## src/rtl/boot_swap_pkg.sv

```systemverilog
package boot_swap_pkg;
  parameter int ADDR_W    = 32;
  parameter int BASE_BIT  = 16;
  parameter int NUM_SIZES = 5;
  parameter int SEL_W     = 3;

  typedef struct packed {
    logic invertEn;
  } swapStrobes_t;
endpackage

```

## src/rtl/boot_swap_ctrl.sv

```systemverilog
module boot_swap_ctrl
  import boot_swap_pkg::*;
(
  input  logic         clk,
  input  logic         platRstN,
  input  logic         rtcRstN,
  input  logic         romHit,
  input  logic         wrEn,
  input  logic         wrSwap,
  input  logic         wrLock,
  output swapStrobes_t strobes,
  output logic         swapQ,
  output logic         lockQ
);
  logic lockRstN;
  assign lockRstN = platRstN & rtcRstN;

  // Swap bit: RTC-well domain, survives platform reset.
  always_ff @(posedge clk or negedge rtcRstN) begin
    if (!rtcRstN) swapQ <= 1'b0;
    else if (wrEn && !lockQ) swapQ <= wrSwap;
  end

  // Lock bit: set-only, cleared by platform (or RTC) reset.
  always_ff @(posedge clk or negedge lockRstN) begin
    if (!lockRstN) lockQ <= 1'b0;
    else if (wrEn && wrLock) lockQ <= 1'b1;
  end

  always_comb begin
    strobes.invertEn = swapQ & romHit;
  end
endmodule

```

## src/rtl/boot_swap_datapath.sv

```systemverilog
module boot_swap_datapath
  import boot_swap_pkg::*;
(
  input  logic [ADDR_W-1:0] addrIn,
  input  logic [SEL_W-1:0]  blockSizeSel,
  input  swapStrobes_t      strobes,
  output logic [ADDR_W-1:0] addrOut
);
  logic [ADDR_W-1:0] maskOpts [NUM_SIZES];
  logic [ADDR_W-1:0] flipMask;

  genvar g;
  generate
    for (g = 0; g < NUM_SIZES; g++) begin : gMask
      assign maskOpts[g] = ADDR_W'(1) << (BASE_BIT + g);
    end
  endgenerate

  always_comb begin
    flipMask = maskOpts[0];
    for (int i = 1; i < NUM_SIZES; i++) begin
      if (int'(blockSizeSel) == i) flipMask = maskOpts[i];
    end
  end

  assign addrOut = strobes.invertEn ? (addrIn ^ flipMask) : addrIn;
endmodule

```

## src/rtl/boot_swap_remap.sv

```systemverilog
module boot_swap_remap
  import boot_swap_pkg::*;
(
  input  logic              clk,
  input  logic              platRstN,
  input  logic              rtcRstN,
  input  logic [ADDR_W-1:0] addrIn,
  input  logic              romHit,
  input  logic [SEL_W-1:0]  blockSizeSel,
  input  logic              wrEn,
  input  logic              wrSwap,
  input  logic              wrLock,
  output logic [ADDR_W-1:0] addrOut
);
  swapStrobes_t strobes;
  logic swapState;
  logic lockState;

  boot_swap_ctrl uCtrl (
    .clk(clk), .platRstN(platRstN), .rtcRstN(rtcRstN), .romHit(romHit),
    .wrEn(wrEn), .wrSwap(wrSwap), .wrLock(wrLock),
    .strobes(strobes), .swapQ(swapState), .lockQ(lockState)
  );

  boot_swap_datapath uData (
    .addrIn(addrIn), .blockSizeSel(blockSizeSel),
    .strobes(strobes), .addrOut(addrOut)
  );
endmodule

```

## config.mk

```make
export PLATFORM = sky130hd
export DESIGN_NAME = boot_swap_remap
export DESIGN_NICKNAME = d
export VERILOG_FILES = /design/src/rtl/boot_swap_pkg.sv /design/src/rtl/boot_swap_ctrl.sv /design/src/rtl/boot_swap_datapath.sv /design/src/rtl/boot_swap_remap.sv
export SDC_FILE = /design/constraint.sdc
export NUM_CORES = 1
export LEC_CHECK = 0
export ABC_AREA = 1
export CORE_AREA = 2 2 39 41
export DETAILED_ROUTE_END_ITERATION = 10
export DIE_AREA = 0 0 41 43
export DONT_BUFFER_PORTS = 1
export GPL_TIMING_DRIVEN = 0
export PLACE_DENSITY = 0.49
export SLEW_MARGIN = 0
export SYNTH_ARGS = -nofsm -noshare
export SYNTH_HDL_FRONTEND = slang
export SYNTH_HIERARCHICAL = 1
export SYNTH_SLANG_ARGS = --single-unit
```

## constraint.sdc

```tcl
create_clock -name clk -period 2.2 [get_ports clk]
set_clock_uncertainty 0.15 [all_clocks]
set_input_delay 0.44 -clock clk [delete_from_list [all_inputs] [get_ports clk]]
set_output_delay 0.44 -clock clk [all_outputs]
set_load 0.005 [all_outputs]
```

==> results.py, run 1 <==
metrics = {
    "grt": {
        "overflow": 0,
        "first_global_vias": 244,
        "track_usage": 0.0732,
        "grt_max_degree": 8,
        "grt_pass1_wl_um": 834,
        "antenna_found_initial": 0,
    },
    "detailed_routing": {
        "wl_um": 772,
        "drtPass1Iterations": 2,
        "drt_iter0_drc": 2,
        "drc": 0,
        "wl_per_cell_um": 8.87,
        "vias": 382,
        "viasPerCell": 4.39,
        "postRouteAntennaNets": 0,
    },
    "worst_setup_path": {
        "critical_path_class": "reg -> out",
        "required_ns": 1.61,
        "crit_path_max_incr_delay_ns": 0.33,
        "cp-startpoint": "uCtrl/swapQ",
        "crit_fanout": 5,
        "start_kind": "flop",
        "crit_arrival_ns": 1.15,
        "worstPathCellList": "nand2_1 > inv_1 > inv_2 > nor2_4 > nand2_1 > xnor2_1",
        "cpMostUsedCell": "nand2_1",
        "crit_family": "flip-flops",
        "crit_end": "addrOut[17]",
        "cp.depth": 6,
        "critPathSlowestCell": "dfrtp_1",
        "rr_worst_depth": 4,
        "reg2reg_to": "uCtrl/swapQ",
        "r2r_slack_ns": 1.39,
        "reg2reg_from": "uCtrl/lockQ",
        "crit_buf_inv": 2,
        "cp-end-kind": "output pin",
    },
    "final_layout": {
        "drive_above_1_share": 0.479,
        "fin_nets": 115,
        "final_common_cell": "buf_4",
        "layout_common_cells": "buf_4, nand2_1, inv_1, nand3_1",
        "syn_to_final_growth_pct": 14.7,
        "fin_cells": 87,
        "num_antenna_cells": 0,
    },
    "yosys": {
        "syn-num-nets": 108,
        "yosysTopAreaCell": "buf_4",
        "synthTopCellsByArea": "buf_4, nand2_1, dfrtp_1, nand3_1, inv_1",
        "synth_cell_type_count": 11,
        "ys_seq_area_frac": 0.117,
        "ys_ff_latch": 2,
        "synthCells": 66,
        "synth_top_area_frac": 0.475,
        "netlist_area_um2": 427,
        "avgSynthCellArea_um2": 6.46,
        "ys_warn_count": 6,
    },
    "clock_network": {
        "path_clk_slew_ns": 0.03,
        "clk_latency_ns": 0.22,
        "postCtsHoldBufs": 2,
        "root_buffer": "clkbuf_4",
        "htree_levels": 1,
        "cts_buffers": 3,
        "cts_tree": "yes",
        "clock_sinks": 2,
        "post_cts_buffers": 0,
        "ctsLongestPathBuffers": 2,
        "cts.repair.resized": 0,
    },
    "sta": {
        "max_slew_margin": 0.885,
        "tightest_slew_ns": 0.171,
        "fin_tns_setup_ns": 0,
        "fin_crit_ns": 1.74,
        "layout_setup_ws_ns": 0.462,
        "hold_viol": 0,
        "finalSetupViolations": 0,
        "min_period_over_period": 0.790,
        "hold_ws_ns": 0.178,
        "max_freq_mhz": 575,
        "rsz0062_at_grt": "false",
        "slew_viol_final": 0,
    },
    "power_and_ir_drop": {
        "power.density_mw_per_mm2": 353,
        "max-vdd-ir-drop_mv": 0.171,
        "leakagePower_nw": 0.277,
    },
    "place": {
        "hpwl_um": 680,
        "dp.cells": 82,
        "place.gp.congestion": 0.602,
        "pre_cts_ws_ns": 0.590,
        "numPortBuffers": 0,
    },
    "floorplan": {
        "start_util": 0.308,
        "die_h_um": 43,
        "placementRows": 14,
        "die_w_um": 41,
        "die_area_mm2": 0.00176,
        "ios": 74,
        "core_region_area_mm2": 0.00138,
    },
    "worst_hold_path": {
        "hold_path.class": "in -> reg",
    },
    "job": {
        "maxCapViolations": 0,
    },
    "run_status": {
        "run_status": "completed",
    },
}
-- layout make-up --
class | instances | area, um2
Multi-Input combinational cell | 29 | 144
Timing Repair Buffer | 2 | 20.0
Fill cell | 163 | 895
Tap cell | 16 | 20.0
Buffer | 27 | 203
Inverter | 8 | 30.0
Sequential cell | 2 | 50.0
Clock buffer | 3 | 22.5
-- state kept, by name (all words and copies together), names as in the netlist --
register	count
uCtrl/lockQ	1
uCtrl/swapQ	1
-- how the worst min path moves through the flow --
stage                  from           to  slack [ns]  depth (start not counted)
floorplan           rtcRstN  uCtrl/swapQ      -0.006                          0
detailed placement  rtcRstN  uCtrl/swapQ      -0.006                          0
finish                 wrEn  uCtrl/lockQ        0.18                          2
global placement    rtcRstN  uCtrl/swapQ      -0.006                          0
global route           wrEn  uCtrl/lockQ        0.19                          2
CTS                    wrEn  uCtrl/lockQ        0.17                          2
-- cell usage after synthesis (all sizes together) --
cell,count
buf,27
dfrtp,2
inv,8
nand2,15
nand3,5
nand4,3
nor2,3
o21bai,1
xnor2,2
-- logic make-up after synthesis --
kind of cell / count (synthesis) / synth area share
compound gates: 1 / 0.0176
xor+xnor: 2 / 0.0411
flops: 2 / 0.117
simple gates: 26 / 0.279
buf+inv: 35 / 0.545
-- per-stage QoR --
step,area [um2],total power (W),util
floorplan,427,0.0000876,-
global placement,447,0.0000909,0.323
detailed placement,447,0.0000911,0.323
CTS,489,0.000178,0.354
global route,489,0.000184,0.354
finish,489,0.000173,0.354
-- report_power, final --
part	switching, W	total [W]	internal (W)
Clock	0.0000195	0.0000795	0.0000600
Combinational	0.0000186	0.0000560	0.0000374
Sequential	0	0.0000371	0.0000371
Total	0.0000381	0.000173	0.000135
-- layer usage --
layer	GRT usage	vias up	part of all wire
met5	0	-	0
met2	0.106	41	0.47
met4	0.0800	0	0
met3	0.0419	0	0.24
met1	0.0609	155	0.30
li1	-	186	-
Power figures use the tool's default switching activity.
==> inputs of run 2 (changes only) <==
Settings changed: PLACE_DENSITY 0.49 to 0.5.
Clock period 2.2 ns to 1.5 ns, I/O delays scaled along.
==> run 2 against run 1 <==
  * Register-to-register slack worse by 0.70 ns
  * Clock-buffer cell count is the same
  * Highest routed layer unchanged
  * Critical endpoint is now addrOut[19]
  * Largest cell class unchanged
  * Die area stayed put
  * Sequential power rose by 47%
  * The flow now finishes with violations (negative setup slack)
  * First-iteration DRC count up 50%
==> results.py, run 2 (same netlist as run 1, synthesis figures left out) <==
metrics = {
    "grt": {
        "overflow": 0,
        "first_global_vias": 284,
        "track_usage": 0.0832,
        "grt_pass1_wl_um": 931,
        "grt_max_degree": 8,
        "antenna_found_initial": 0,
    },
    "final_layout": {
        "final_common_cell": "buf_4",
        "fillers": 153,
        "syn_to_final_growth_pct": 23.5,
        "reg_top3": "uCtrl/lockQ x1, uCtrl/swapQ x1",
        "fin_nets": 116,
        "drive_above_1_share": 0.556,
        "num_antenna_cells": 0,
        "postLayoutCoreUtil": 0.381,
        "layout_common_cells": "buf_4, nand2_1, inv_1, inv_2, nand3_1",
    },
    "sta": {
        "fin_crit_ns": 1.51,
        "min_period_over_period": 1.00,
        "rsz0062_at_grt": "true",
        "tightest_slew_ns": 0.231,
        "max_slew_margin": 0.846,
        "slew_viol_final": 0,
        "max_freq_mhz": 664,
        "hold_viol": 0,
        "layout_setup_ws_ns": -0.00680,
        "finalSetupViolations": 2,
    },
    "worst_setup_path": {
        "critPathSlowestCell": "dfrtp_1",
        "critical_path_class": "reg -> out",
        "required_ns": 1.05,
        "crit_arrival_ns": 1.06,
        "cpMostUsedCell": "nand2_1",
        "crit_path_max_incr_delay_ns": 0.33,
        "crit_family": "simple AND/OR/NAND/NOR gates",
        "crit_fanout": 5,
        "start_kind": "flop",
        "crit_buf_inv": 2,
        "worstPathCellList": "nand2_1 > inv_2 > inv_2 > nor2_4 > nand3_1 > nand2_1 > nand2_1",
        "cp-end-kind": "output pin",
    },
    "detailed_routing": {
        "drtPass1Iterations": 2,
        "viasPerCell": 4.50,
        "wl_um": 782,
        "drc": 0,
        "drt_iter0_drc": 3,
        "wl_per_cell_um": 8.89,
        "postRouteAntennaNets": 0,
        "vias": 396,
    },
    "power_and_ir_drop": {
        "power.density_mw_per_mm2": 488,
        "max-vdd-ir-drop_mv": 0.375,
        "leakagePower_nw": 0.294,
    },
    "floorplan": {
        "start_util": 0.308,
        "ios": 74,
        "die_area_mm2": 0.00176,
        "core_region_area_mm2": 0.00138,
        "die_h_um": 43,
        "die_w_um": 41,
        "placementRows": 14,
    },
    "job": {
        "maxCapViolations": 0,
    },
    "clock_network": {
        "clk_latency_ns": 0.22,
        "htree_levels": 1,
        "ctsLongestPathBuffers": 2,
        "cts_buffers": 3,
        "cts_tree": "yes",
        "clock_sinks": 2,
        "root_buffer": "clkbuf_4",
        "path_clk_slew_ns": 0.03,
    },
    "run_status": {
        "run_status": "finished with violations",
        "failed_checks": "negative setup slack",
    },
    "worst_hold_path": {
        "hold_path.class": "in -> reg",
    },
    "place": {
        "numPortBuffers": 0,
        "place.gp.congestion": 0.657,
        "pre_cts_ws_ns": 0.115,
    },
}
run 2: changes by cell type in the layout (fill, tap and decap cells not counted):
cell / change
xnor2_2: +2
buf_4: +1
inv_2: +1
nand2_1: -1
nand3_1: -1
inv_1: -1
nand3_4: +1
xnor2_1: -2
nand2_2: +1
run 2: area by class of cell:
cell class                 instances  area [um2]  share of cell area
buffer                            27         203               0.385
multi-input combinational         29         174               0.330
sequential                         2        50.0              0.0950
inverter                           8        30.0              0.0570
timing repair buffer               3        27.5              0.0523
clock buffer                       3        22.5              0.0428
tap                               16        20.0              0.0380
run 2: final timing paths:
check,start,end,slack [ns],cells past startpoint
max,uCtrl/swapQ,addrOut[19],-0.007,7
min,wrEn,uCtrl/lockQ,0.04,2
max reg2reg,uCtrl/lockQ,uCtrl/swapQ,0.69,4
min reg2reg,uCtrl/lockQ,uCtrl/lockQ,0.30,2
max in group asynchronous,rtcRstN,uCtrl/lockQ,0.80,3
min in group asynchronous,rtcRstN,uCtrl/swapQ,0.16,1
run 2: repair_timing:
action / in CTS / in global routing
pin swaps: 4 / 4
setup endpoints to repair: 3 / 5
cloned: 0 / 0
gates resized for setup: 1 / 5
hold buffers: 2 / 0
hold endpoints to repair: 2 / 0
setup buffers: 1 / 0
run 2: worst reg2reg max path, delay by kind of cell (launching register included):
kind	cells	cell delay (ns)
and+or+nand+nor	3	0.13
buffers and inverters	1	0.06
DFF	1	0.36
run 2: where the power goes:
part | internal [W] | total, W | switching (W)
clock | 0.0000881 | 0.000118 | 0.0000297
sequential | 0.0000544 | 0.0000544 | 0
combinational | 0.0000568 | 0.0000850 | 0.0000282
run 2: stage by stage:
stage	total power [W]	cells	setup TNS, ns	instance area (um2)	hold WS, ns
after global routing	0.000272	88	-0.402	527	0.0487
after CTS	0.000263	88	-0.167	497	0.0308
after global placement	0.000133	82	0	447	-0.146
after floorplan	0.000129	66	0	427	-0.146
final	0.000257	88	-0.00823	527	0.0386
after detailed placement	0.000133	82	0	447	-0.146
run 2: routing by layer:
metal,wire [um],GRT usage,vias to the layer above,part of all wire
met4,0,0.100,0,0
li1,-,-,189,-
met1,227,0.0609,170,0.29
met2,420,0.131,37,0.54
met5,0,0,-,0
met3,134,0.0366,0,0.17
